===== src/rtl/tmr_irq_pkg.sv =====
package tmr_irq_pkg;
  localparam int REG_W    = 8;
  localparam int CMP_N    = 4;
  localparam int TMR_N    = 2;
  localparam int BIT_OVF0 = 0;
  localparam int BIT_OVF1 = 3;
  localparam int BIT_RSVD = 6;
  localparam int BIT_CAP  = 7;
  localparam logic [REG_W-1:0] LIVE_MASK = ~(REG_W'(1) << BIT_RSVD);

  typedef struct packed {
    logic [REG_W-1:0] setVec;
    logic [REG_W-1:0] clrVec;
    logic             enLoad;
    logic [REG_W-1:0] enData;
  } flagStrobes_t;

  // compare index 0..3 (A0,B0,A1,B1) to flag bit position 1,2,4,5
  function automatic int cmpBit(input int idx);
    return (idx < 2) ? idx + 1 : idx + 2;
  endfunction

  function automatic int ovfBit(input int tmr);
    return (tmr == 0) ? BIT_OVF0 : BIT_OVF1;
  endfunction
endpackage


===== src/rtl/tmr_irq_ctrl.sv =====
module tmr_irq_ctrl
  import tmr_irq_pkg::*;
(
  input  logic              clk,
  input  logic              rstN,
  input  logic              tmrTick,
  input  logic [CMP_N-1:0]  cmpMatch,
  input  logic [CMP_N-1:0]  forceCmp,
  input  logic              captureEvt,
  input  logic              topHitEvt,
  input  logic              capIsTop,
  input  logic [TMR_N-1:0]  ovfWrap,
  input  logic [TMR_N-1:0]  ovfModeEvt,
  input  logic [TMR_N-1:0]  ovfUseModeEvt,
  input  logic              busWrFlag,
  input  logic              busWrEn,
  input  logic [REG_W-1:0]  busWrData,
  input  logic [REG_W-1:0]  ack,
  output flagStrobes_t      strb
);
  logic [CMP_N-1:0] cmpPend;

  // one-tick hold of a qualified compare match
  always_ff @(posedge clk or negedge rstN) begin
    if (!rstN)        cmpPend <= '0;
    else if (tmrTick) cmpPend <= cmpMatch & ~forceCmp;
  end

  always_comb begin
    strb.setVec = '0;
    for (int i = 0; i < CMP_N; i++)
      strb.setVec[cmpBit(i)] = tmrTick & cmpPend[i];
    for (int t = 0; t < TMR_N; t++)
      strb.setVec[ovfBit(t)] = ovfUseModeEvt[t] ? ovfModeEvt[t] : ovfWrap[t];
    strb.setVec[BIT_CAP] = capIsTop ? topHitEvt : captureEvt;
    strb.clrVec = (busWrFlag ? busWrData : '0) | ack;
    strb.enLoad = busWrEn;
    strb.enData = busWrData;
  end
endmodule


===== src/rtl/tmr_irq_dp.sv =====
module tmr_irq_dp
  import tmr_irq_pkg::*;
(
  input  logic             clk,
  input  logic             rstN,
  input  flagStrobes_t     strb,
  input  logic             globalIe,
  output logic [REG_W-1:0] flagRd,
  output logic [REG_W-1:0] enableRd,
  output logic [REG_W-1:0] irqReq
);
  logic [REG_W-1:0] flagQ, enQ;

  always_ff @(posedge clk or negedge rstN) begin
    if (!rstN) begin
      flagQ <= '0;
      enQ   <= '0;
    end else begin
      // set is applied after clear so a coincident event survives
      flagQ <= ((flagQ & ~strb.clrVec) | strb.setVec) & LIVE_MASK;
      if (strb.enLoad) enQ <= strb.enData & LIVE_MASK;
    end
  end

  assign flagRd   = flagQ;
  assign enableRd = enQ;
  assign irqReq   = flagQ & enQ & {REG_W{globalIe}};
endmodule


===== src/rtl/tmr_irq_flags.sv =====
module tmr_irq_flags
  import tmr_irq_pkg::*;
(
  input  logic             clk,
  input  logic             rstN,
  input  logic             tmrTick,
  input  logic [3:0]       cmpMatch,
  input  logic [3:0]       forceCmp,
  input  logic             captureEvt,
  input  logic             topHitEvt,
  input  logic             capIsTop,
  input  logic [1:0]       ovfWrap,
  input  logic [1:0]       ovfModeEvt,
  input  logic [1:0]       ovfUseModeEvt,
  input  logic             busWrFlag,
  input  logic             busWrEn,
  input  logic [7:0]       busWrData,
  input  logic [7:0]       ack,
  input  logic             globalIe,
  output logic [7:0]       flagRd,
  output logic [7:0]       enableRd,
  output logic [7:0]       irqReq
);
  flagStrobes_t strb;

  tmr_irq_ctrl u_ctrl (
    .clk(clk), .rstN(rstN), .tmrTick(tmrTick),
    .cmpMatch(cmpMatch), .forceCmp(forceCmp),
    .captureEvt(captureEvt), .topHitEvt(topHitEvt), .capIsTop(capIsTop),
    .ovfWrap(ovfWrap), .ovfModeEvt(ovfModeEvt), .ovfUseModeEvt(ovfUseModeEvt),
    .busWrFlag(busWrFlag), .busWrEn(busWrEn), .busWrData(busWrData),
    .ack(ack), .strb(strb)
  );

  tmr_irq_dp u_dp (
    .clk(clk), .rstN(rstN), .strb(strb), .globalIe(globalIe),
    .flagRd(flagRd), .enableRd(enableRd), .irqReq(irqReq)
  );
endmodule


===== config.mk =====
export PLATFORM = sky130hd
export DESIGN_NAME = tmr_irq_flags
export DESIGN_NICKNAME = d
export VERILOG_FILES = /design/src/rtl/tmr_irq_pkg.sv /design/src/rtl/tmr_irq_ctrl.sv /design/src/rtl/tmr_irq_dp.sv /design/src/rtl/tmr_irq_flags.sv
export SDC_FILE = /design/constraint.sdc
export NUM_CORES = 1
export LEC_CHECK = 0
export ABC_AREA = 1
export BUFFER_PORTS_ARGS = -buffer_cell sky130_fd_sc_hd__buf_2
export CAP_MARGIN = 20
export CORE_MARGIN = 2
export CORE_UTILIZATION = 35
export CTS_CLUSTER_DIAMETER = 80
export DETAILED_ROUTE_END_ITERATION = 10
export GPL_ROUTABILITY_DRIVEN = 0
export PLACE_DENSITY = 0.72
export SETUP_SLACK_MARGIN = 0.2
export SYNTH_ARGS = -nofsm -noshare
export SYNTH_HDL_FRONTEND = slang
export SYNTH_SLANG_ARGS = --single-unit

===== constraint.sdc =====
create_clock -name clk -period 2 [get_ports clk]
set_clock_uncertainty 0.2 [all_clocks]
set_input_delay 0.3 -clock clk [delete_from_list [all_inputs] [get_ports clk]]
set_output_delay 0.3 -clock clk [all_outputs]
set_load 0.1 [all_outputs]

==> impl_metrics.toml <==
[synthesis]
synth_area_leader_cell = "dfrtp_1"
yosysSeqAreaShare = 0.5063
synth_warnings = 0
yosys.area_share.adder = 0
syn_inst = 122
synthTopCellsByArea = "dfrtp_1 51%, nand2_1 21%, inv_1 10%"
yosys.area.top_type_share = 0.5063
avgSynthCellArea_um2 = 7.292
ys_seq_elements = 18
synth_compound_area_frac = 0.06188
synth_common_cells = "49 x nand2_1, 24 x inv_1, 18 x dfrtp_1"
synth_area_um2 = 889.6
ys_types = 10
synthArstFlopShare = 1.000
synth-edff-count = 0
synth-simple-area-share = 0.2757
ys.flop_type = "dfrtp_1"
synth_most_common_cell = "nand2_1"
synthXorXnorAreaFrac = 0
synth_top_family_by_area = "simple AND/OR/NAND/NOR gates"
synthMuxAreaShare = 0

[route]
drtIter0Drc = 8
wl_per_cell_um = 9.777
route.vias.total = 918
drc = 0
wl_mm = 2.102
viasPerCell = 4.270
antenna_left = 0
dr.pass1.iters = 4

[power]
power.share.switching = 0.4364
p_int_uw = 604.3
vdd_ir_drop_max_mv = 0.3722
pwr-share-comb = 0.397
pwr-share-seq = 0.400
p_leak_uw = 0.0007749
switching_power_uw = 467.9
pwr-share-clk = 0.203
cellPowerDensity_mw_per_mm2 = 774.8

[critical_path]
cp_slowest_cell = "dfrtp_4"
slowest_delay_ps = 430
worstPathRequired_ps = 1500
critPathCaptureType = "output pin"
cp_cell_sequence = "nand2_1, nor2_4, buf_4"
critical_path_class = "flip-flop to output pin"
crit_arrival_ps = 1190
critical_path_peak_fanout = 3
r2r_cells = 2
cp-start-kind = "flip-flop"

[global_routing]
grt_pass1_vias = 752
grt_antenna_before_repair = 0
overflow = 0
grt.total_usage = 0.1509
grt_pass1_wl_mm = 3.146
grt_max_degree = 19

[sta]
slew_viol_final = 0
fin_tns_setup_ps = 0
period_needed_ps = 1691
rsz0062_at_grt = "no"
setup_viol = 0
clock.fmax_ghz = 0.5915
period_share = 0.8453
hold_violations = 0
fin_ws_ps = 309.3

[placed_design]
hpwl_mm = 1.743
place_ws_ps = 383.8
port_buffers = 57
place_area_mm2 = 0.001280

[run_status]
outcome = "finished, final reports clean"

[clocking]
clock_latency_ps = 280
cts.sinks = 18
cts_made_buffers = 3
cts_tree = "yes"
clk_pin_slew_ps = 100
cts_buffer_depth = 2
root_buffer = "clkbuf_4"
cts_max_level = 1

[cells_and_area]
fin_area_mm2 = 0.001384
final_util = 0.5689
syn_to_final_growth_pct = 55.56
drive_above_1_share = 0.4432
diodes = 0
final_nets = 225

[die]
fp.coreArea_mm2 = 0.002432
die_h_um = 54.42
fp-row-count = 18
die-width_um = 54.42
ioPinCount = 63
die-area_mm2 = 0.002961
start_util = 0.3657

[hold_path]
hold_path_depth = 3
hold_path_class = "input port to flip-flop"

[flow_run]
drv_cap = 0
-- worst max-delay path: cells and delay by family, from the launching register on --
family	cells	cell delay, ps
DFF	1	430
buffers and inverters	1	290
and+or+nand+nor	2	200
-- kinds of logic after synthesis --
kind of cell / after synthesis
simple gates: 63
buf+inv: 29
compound gates: 11
flops: 18
other cells: 1
-- metrics by stage --
| stage | std cells | hold slack, ps | power, uW |
|---|---|---|---|
| 2_1_floorplan | 124 | -195.6 | 771.7 |
| 3_3_place_gp | 206 | 47.01 | 848.1 |
| 3_5_place_dp | 206 | 50.54 | 854.5 |
| 4_1_cts | 215 | 26.12 | 1085 |
| 5_1_grt | 215 | 22.44 | 1129 |
| 6_report | 215 | 33.64 | 1072 |
-- placed cells by master (no fill, tap or decap) --
cell and count:
clkbuf_8 1, dfrtp_1 4, conb_1 3, o21ai_1 4, buf_4 7, inv_1 24
o21ai_0 7, dfrtp_4 14, nand2_1 49, nor2_4 7, dlygate4sd3_1 5, clkbuf_4 3
buf_2 50, nand3_1 7
-- area by class of cell --
class                      count  area, um2
multi-input combinational     77      364.1
clock buffer                   4      36.28
fill                         233       1049
sequential                    18      503.0
timing repair buffer          62      352.8
tap                           30      37.54
inverter                      24      90.09
-- metal layers --
layer / track usage / part of all wire / vias up
met1: 0.1799 / 0.43 / 400
met2: 0.2590 / 0.46 / 38
met5: 0 / 0 / -
met4: 0.09167 / 0.029 / 0
li1: - / - / 476
met3: 0.01639 / 0.082 / 4
-- flip-flops by register name (all words and copies together), names as in the netlist --
register,count
u_dp.flagRd,7
u_dp.enableRd,7
u_ctrl.cmpPend,4
-- what timing repair did --
item,in CTS,in global routing
gates resized for setup,7,0
endpoints found under the setup margin,7,0
hold endpoints to repair,22,0
buffers inserted,0,0
hold buffers,5,0
-- final timing paths --
kind                                           endpoint  slack, ps                           from
max                                           irqReq[2]        310       u_dp.flagRd[2]$_DFF_PN0_
min                        u_dp.enableRd[0]$_DFFE_PN0P_         30                   busWrData[0]
max reg2reg                u_dp.enableRd[7]$_DFFE_PN0P_        970   u_dp.enableRd[7]$_DFFE_PN0P_
min reg2reg                    u_dp.flagRd[1]$_DFF_PN0_        290  u_ctrl.cmpPend[0]$_DFFE_PN0P_
max in group asynchronous      u_dp.flagRd[5]$_DFF_PN0_       1020                           rstN
min in group asynchronous  u_dp.enableRd[0]$_DFFE_PN0P_        260                           rstN
-- power groups by stage --
stage,logic [uW],clock network (uW),registers (uW)
after floorplan,147,0,625
after global placement,413,0,435
after detailed placement,418,0,436
after CTS,430,227,428
after global routing,451,245,433
final,426,218,429
(Power assumes the default switching activity.)
